==> src/rtl/sdram_rd_pkg.sv <==
`timescale 1ns/1ps
package sdram_rd_pkg;
  // {cs_n, ras_n, cas_n, we_n}
  typedef struct packed {
    logic cs_n;
    logic ras_n;
    logic cas_n;
    logic we_n;
  } sd_cmd_t;

  localparam sd_cmd_t CMD_NOP = sd_cmd_t'(4'b0111);
  localparam sd_cmd_t CMD_RD  = sd_cmd_t'(4'b0101);
  localparam sd_cmd_t CMD_PRE = sd_cmd_t'(4'b0010);
  localparam sd_cmd_t CMD_BST = sd_cmd_t'(4'b0110);

  // CAS latency in cycles from the select bit
  function automatic logic [2:0] lat_cycles(input logic cas3);
    return cas3 ? 3'd3 : 3'd2;
  endfunction

  // a burst may be cut short unless it is fixed length with auto precharge
  function automatic logic req_legal(input int words, input int blen,
                                     input logic full, input logic ap);
    return (words != 0) && (full || (!ap && (words <= blen)));
  endfunction
endpackage

==> src/rtl/rd_beat_ctr.sv <==
`timescale 1ns/1ps
module rd_beat_ctr #(
  parameter int CNT_W = 4
) (
  input  logic             clk,
  input  logic             rst_n,
  input  logic             start,
  input  logic [CNT_W-1:0] words,
  input  logic [2:0]       lat,
  output logic             busy,
  output logic             rd_valid,
  output logic             trunc_due
);
  localparam int CYC_W = CNT_W + 2;

  logic [CYC_W-1:0] cyc_q;
  logic [CNT_W-1:0] words_q;
  logic [2:0]       lat_q;
  logic             busy_q;
  logic [CYC_W-1:0] last_cyc;

  // cycle index of the final wanted word, READ cycle = 0
  assign last_cyc = CYC_W'(lat_q) + CYC_W'(words_q) - CYC_W'(1);

  always_ff @(posedge clk) begin
    if (!rst_n) begin
      busy_q  <= 1'b0;
      cyc_q   <= '0;
      words_q <= '0;
      lat_q   <= 3'd2;
    end else if (start) begin
      busy_q  <= 1'b1;
      cyc_q   <= '0;
      words_q <= words;
      lat_q   <= lat;
    end else if (busy_q) begin
      if (cyc_q == last_cyc) busy_q <= 1'b0;
      else                   cyc_q  <= cyc_q + CYC_W'(1);
    end
  end

  assign busy      = busy_q;
  assign rd_valid  = busy_q && (cyc_q >= CYC_W'(lat_q)) && (cyc_q <= last_cyc);
  // next cycle is cycle N: L-1 ahead of the last word at L+N-1
  assign trunc_due = busy_q && ((cyc_q + CYC_W'(1)) == CYC_W'(words_q));


  start_idle_chk: assert property (@(posedge clk) disable iff (!rst_n)
    start |-> !busy_q);


  valid_window_chk: assert property (@(posedge clk) disable iff (!rst_n)
    (busy_q && cyc_q == last_cyc && !start) |=> !rd_valid);
endmodule

==> src/rtl/trp_guard.sv <==
`timescale 1ns/1ps
module trp_guard #(
  parameter int TRP = 3
) (
  input  logic clk,
  input  logic rst_n,
  input  logic load,
  output logic hold
);
  localparam int CW = $clog2(TRP + 1);

  logic [CW-1:0] cnt_q;

  // counter reads TRP in the PRECHARGE cycle and reaches 0 TRP cycles later
  always_ff @(posedge clk) begin
    if (!rst_n)             cnt_q <= '0;
    else if (load)          cnt_q <= CW'(TRP);
    else if (cnt_q != '0)   cnt_q <= cnt_q - CW'(1);
  end

  assign hold = (cnt_q != '0);


  trp_load_chk: assert property (@(posedge clk) disable iff (!rst_n)
    load |=> hold);
endmodule

==> src/rtl/sdram_rd_trunc.sv <==
`timescale 1ns/1ps
module sdram_rd_trunc
  import sdram_rd_pkg::*;
#(
  parameter int BA_W      = 2,
  parameter int COL_W     = 8,
  parameter int ADDR_W    = 12,
  parameter int AP_BIT    = 10,
  parameter int CNT_W     = 4,
  parameter int BURST_LEN = 4,
  parameter int TRP       = 3
) (
  input  logic              clk,
  input  logic              rst_n,
  input  logic              req_valid,
  input  logic [BA_W-1:0]   req_bank,
  input  logic [COL_W-1:0]  req_col,
  input  logic [CNT_W-1:0]  req_words,
  input  logic              req_use_bst,
  input  logic              req_auto_pre,
  input  logic              req_full_page,
  input  logic              req_cas3,
  output logic              cs_n,
  output logic              ras_n,
  output logic              cas_n,
  output logic              we_n,
  output logic [ADDR_W-1:0] addr,
  output logic [BA_W-1:0]   ba,
  output logic              dqm,
  output logic              rd_valid,
  output logic              bank_ready,
  output logic              req_err
);
  // named events for checking
  logic accept, legal, start, reject;
  logic busy, trunc_due, pre_load, trp_hold;
  logic [2:0] lat;
  logic [ADDR_W-1:0] rd_addr;

  sd_cmd_t          cmd_q;
  logic [ADDR_W-1:0] addr_q;
  logic [BA_W-1:0]   ba_q;
  logic              bst_q;
  logic              err_q;

  assign lat    = lat_cycles(req_cas3);
  assign legal  = req_legal(int'(req_words), BURST_LEN, req_full_page, req_auto_pre);
  assign accept = req_valid && bank_ready;
  assign start  = accept && legal;
  assign reject = accept && !legal;

  always_comb begin
    rd_addr                = '0;
    rd_addr[COL_W-1:0]     = req_col;
    rd_addr[AP_BIT]        = req_auto_pre;
  end

  rd_beat_ctr #(.CNT_W(CNT_W)) beat_i (
    .clk       (clk),
    .rst_n     (rst_n),
    .start     (start),
    .words     (req_words),
    .lat       (lat),
    .busy      (busy),
    .rd_valid  (rd_valid),
    .trunc_due (trunc_due)
  );

  assign pre_load = trunc_due && !bst_q;

  trp_guard #(.TRP(TRP)) trp_i (
    .clk   (clk),
    .rst_n (rst_n),
    .load  (pre_load),
    .hold  (trp_hold)
  );

  always_ff @(posedge clk) begin
    if (!rst_n) begin
      cmd_q  <= CMD_NOP;
      addr_q <= '0;
      ba_q   <= '0;
      bst_q  <= 1'b0;
      err_q  <= 1'b0;
    end else begin
      err_q <= reject;
      if (start) begin
        cmd_q  <= CMD_RD;
        addr_q <= rd_addr;
        ba_q   <= req_bank;
        bst_q  <= req_use_bst;
      end else if (trunc_due) begin
        cmd_q  <= bst_q ? CMD_BST : CMD_PRE;
        addr_q <= '0;
      end else begin
        cmd_q  <= CMD_NOP;
      end
    end
  end

  assign bank_ready = !busy && !trp_hold;
  assign {cs_n, ras_n, cas_n, we_n} = cmd_q;
  assign addr    = addr_q;
  assign ba      = ba_q;
  assign dqm     = 1'b0;
  assign req_err = err_q;

  logic is_rd, is_pre, is_bst, is_nop;
  assign is_rd  = (cmd_q == CMD_RD);
  assign is_pre = (cmd_q == CMD_PRE);
  assign is_bst = (cmd_q == CMD_BST);
  assign is_nop = (cmd_q == CMD_NOP);


  read_after_accept_chk: assert property (@(posedge clk) disable iff (!rst_n)
    is_rd |-> ($past(req_valid) && !bank_ready));


  pre_single_bank_chk: assert property (@(posedge clk) disable iff (!rst_n)
    is_pre |-> !addr[AP_BIT]);


  pre_blocks_bank_chk: assert property (@(posedge clk) disable iff (!rst_n)
    is_pre |=> !bank_ready);


  valid_busy_chk: assert property (@(posedge clk) disable iff (!rst_n)
    rd_valid |-> !bank_ready);


  reject_quiet_chk: assert property (@(posedge clk) disable iff (!rst_n)
    req_err |-> (is_nop && bank_ready));


  one_cmd_chk: assert property (@(posedge clk) disable iff (!rst_n)
    $countones({is_rd, is_pre, is_bst, is_nop}) == 1);
endmodule

==> config.mk <==
export PLATFORM = sky130hd
export DESIGN_NAME = sdram_rd_trunc
export DESIGN_NICKNAME = d
export VERILOG_FILES = /design/src/rtl/sdram_rd_pkg.sv /design/src/rtl/rd_beat_ctr.sv /design/src/rtl/trp_guard.sv /design/src/rtl/sdram_rd_trunc.sv
export SDC_FILE = /design/constraint.sdc
export NUM_CORES = 1
export LEC_CHECK = 0
export ABC_AREA = 1
export BUFFER_PORTS_ARGS = -buffer_cell sky130_fd_sc_hd__buf_2
export CAP_MARGIN = 20
export CORE_MARGIN = 4
export CORE_UTILIZATION = 45
export DETAILED_ROUTE_END_ITERATION = 12
export PLACE_DENSITY_LB_ADDON = 0.2
export REMOVE_ABC_BUFFERS = 1
export SYNTH_ARGS = -nofsm -noshare
export SYNTH_HDL_FRONTEND = slang
export SYNTH_SLANG_ARGS = --single-unit
==> constraint.sdc <==
create_clock -name clk -period 2.62 [get_ports clk]
set_input_delay 0.524 -clock clk [delete_from_list [all_inputs] [get_ports clk]]
set_output_delay 0.524 -clock clk [all_outputs]
set_load 0.1 [all_outputs]
==> flow_summary.json <==
{
  "insertedDiodeCount": 0,
  "synthesis.yosys.warnings": 0,
  "cts_tree": "done",
  "port-buffer-count": 37,
  "crit_fanout": 2,
  "most_used_flip_flop_cell_after_synthesis": "dfxtp_1",
  "report.final.setup_viol": 1,
  "die_y_um": 69.97,
  "max_cap_viol_count": 0,
  "asyncSetResetFlopFracSynth": 0,
  "grt_start_max_net_pins": 28,
  "layout_min_cycle_time_ns": 3.119,
  "final-hold-violation-count": 0,
  "final_nets": 319,
  "synth_sequential_area_ratio": 0.3476,
  "startpoint_type": "register",
  "total_drc_errors_in_the_routed_layout": 0,
  "synth_cell_types": 34,
  "hp-class": "register to register",
  "worst_setup_path_end_kind": "output pin",
  "crit_family": "adder cells",
  "worstSkewPairLatency_ns": 0.28,
  "cp.buffers_inverters": 4,
  "holdBufCountCts": 0,
  "die_w_um": 69.97,
  "gr-usage-all-layers": 0.1657,
  "route.final.wire_length_um": 3886,
  "cp.required_ns": 2.10,
  "io_pins": 43,
  "clock_pin_slew_of_the_registers_on_the_worst_case_setup_and_hold_paths_ns": 0.06,
  "crit_top_cell": "ha_4",
  "final_critical_path_setup_slack_ns": -0.4989,
  "ff2ff_setup_slack_ns": 0.16,
  "routed_via_density": 4.806,
  "synthToLayoutAreaGrowth_pct": 29.40,
  "postSynthAreaPerCell_sq_um": 7.384,
  "cts_inserted_buffers": 5,
  "irDropWorstVdd_v": 0.0004962,
  "clock_tree_root_buffer_cell": "clkbuf_8",
  "fill_cells": 369,
  "ctsLongestPathBuffers": 2,
  "floorplan.initialDensity": 0.4685,
  "vias_in_the_first_global_route": 1559,
  "grt.overflow.total": 0,
  "route.antenna.remaining_nets": 0,
  "fin_area_sq_mm": 0.002236,
  "crit_arrival_ns": 2.59,
  "routabilityCongestion": 0.8372,
  "vias": 1610,
  "grt_antenna_before_repair": 0,
  "iteration_0_drc_count_of_the_detailed_router": 88,
  "power.density_cell_area_mw_per_mm2": 862.1,
  "core-area_sq_mm": 0.003689,
  "cts-htree-levels": 2,
  "tritoncts_num_sinks": 30,
  "syn_area_sq_mm": 0.001728,
  "unrepaired_setup_endpoints_after_global_routing": "true",
  "drive_above_1_share": 0.3240,
  "hpwl_um": 2854,
  "violations": "setup timing",
  "grt_pass1_wl_um": 6672,
  "total_leakage_power_nw": 1.066,
  "slowest_library_cell_on_the_worst_path": "dfxtp_2",
  "design.die.area_sq_mm": 0.004895,
  "wl_per_cell_um": 11.60,
  "criticalPathCategory": "register to output pin",
  "status": "finished with violations",
  "maxSlewViolCount": 0,
  "cell_by_cell_listing_of_the_critical_path": "ha_4, inv_2, ha_4, ha_4, inv_2, nor2_4, nand2_2, xor2_1, ha_1, nand2_2, nor2_4, o21ai_1, nand2_1, a211oi_2, buf_4, buf_12",
  "critPathMaxStageDelay_ns": 0.35,
  "detailedRoute.firstPassIterationCount": 4,
  "final_core_utilization": 0.6062,
  "ys_seq_elements": 30,
  "row_count": 22,
  "fmax_mhz": 320.6,
  "edff_count_synth": 0,
  "postSynthCellCount": 234,
  "worst_hold_slack_ns": 0.4515,
  "skew_ns": 0.003610,
  "dpl_cell_area_sq_mm": 0.002024,
  "final.period_utilization": 1.190
}
## placed cells by master (no fill, tap or decap), drive strengths merged
master and instances:
inv 26, nand4 4, buf 54, ha 12, nand2 57, clkbuf 6, o21a 1, dfxtp 30
a21oi 15, a211oi 1, nor2 14, o22ai 2, nand3b 9, o21ai 7, xor2 5, xnor2 2
nor3 1, conb 5, clkinvlp 1, nand3 30, and3 1, or2 2, clkinv 2
## worst paths after layout
path | from | end | depth (start not counted)
worst max register to register | beat_i.words_q[0] | beat_i.cyc_q[3] | 18
worst min-delay path | ba[1] | ba[1] | 2
worst max-delay path | beat_i.words_q[0] | rd_valid | 16
worst min register to register | ba[1] | ba[1] | 2
## where the power goes
| part | internal [W] | switching (W) | leakage, nW |
|---|---|---|---|
| registers | 0.000526 | 0.0000536 | 0.248 |
| logic | 0.000287 | 0.000671 | 0.771 |
| clock network | 0.000211 | 0.000179 | 0.0472 |
| total | 0.00102 | 0.000904 | 1.07 |
## stage by stage
stage | TNS (ns) | setup WS [ns] | power, W | cells
after floorplan | -2.125 | -2.125 | 0.001226 | 225
final | -0.4989 | -0.4989 | 0.001927 | 335
after global placement | -0.3598 | -0.3598 | 0.001432 | 326
after CTS | -0.5030 | -0.5030 | 0.001896 | 336
after global routing | -0.6492 | -0.6243 | 0.002052 | 335
after detailed placement | -0.4359 | -0.4175 | 0.001444 | 326
## Yosys cell counts (2+ instances only)
| cell | count | area (sq um) |
|---|---|---|
| o21ai_1 | 4 | 20.02 |
| ha_1 | 12 | 150.1 |
| o22ai_1 | 2 | 12.51 |
| buf_4 | 7 | 52.55 |
| buf_6 | 3 | 33.78 |
| o21ai_0 | 3 | 15.01 |
| a21oi_1 | 15 | 75.07 |
| nand3_1 | 28 | 140.1 |
| nand3b_1 | 9 | 67.56 |
| nand2_1 | 55 | 206.5 |
| dfxtp_1 | 30 | 600.6 |
| inv_2 | 6 | 22.52 |
| xor2_1 | 5 | 43.79 |
| xnor2_1 | 2 | 17.52 |
| inv_1 | 20 | 75.07 |
| nand4_1 | 3 | 18.77 |
| nor2_1 | 13 | 48.80 |
## worst min-delay path, cell delays in order, from the launching register on
cell,delay [ns]
dfxtp_1,0.31
nand2_1,0.06
nand2_1,0.05
## state kept, by name, indices dropped and copies added (netlist names)
signal and cells:
beat_i.cyc_q 6, cas_n 1, beat_i.busy 1, beat_i.words_q 4, ras_n 1, ba 2, beat_i.lat_q 1, trp_i.cnt_q 2
we_n 1, req_err 1, addr 9, bst_q 1
## area by class of cell
class                      instances  area [sq um]  area share
tap                               48         60.06     0.02686
inverter                          27         101.3     0.04533
clock inverter                     2         12.51    0.005596
multi-input combinational        168          1045      0.4673
clock buffer                       6         82.58     0.03693
sequential                        30         603.1      0.2697
timing repair buffer              54         331.6      0.1483
## timing repair
action | 4_1_cts | 5_1_grt
pin swaps | 14 | 4
gates resized for setup | 18 | 11
setup endpoints to repair | 2 | 8
setup buffers | 2 | 1
## metal layers
| metal | vias up | GRT usage | routed length [um] |
|---|---|---|---|
| met4 | 0 | 0.04468 | 64 |
| met5 | - | 0 | 0 |
| met2 | 33 | 0.2875 | 1885 |
| met1 | 717 | 0.1996 | 1749 |
| met3 | 7 | 0.04604 | 187 |
| li1 | 853 | - | - |
## kinds of logic after synthesis
family                     after synthesis  synth area share
buffers and inverters                   40            0.1158
xor gates and xnor gates                 7           0.03548
adders and majority gates               12           0.08689
and+or+nand+nor                        118            0.3324
DFF                                     30            0.3476
AOI/OAI and AO/OA                       26           0.07965
other                                    1          0.002170
Note: power is estimated with default switching activity, not from simulation.
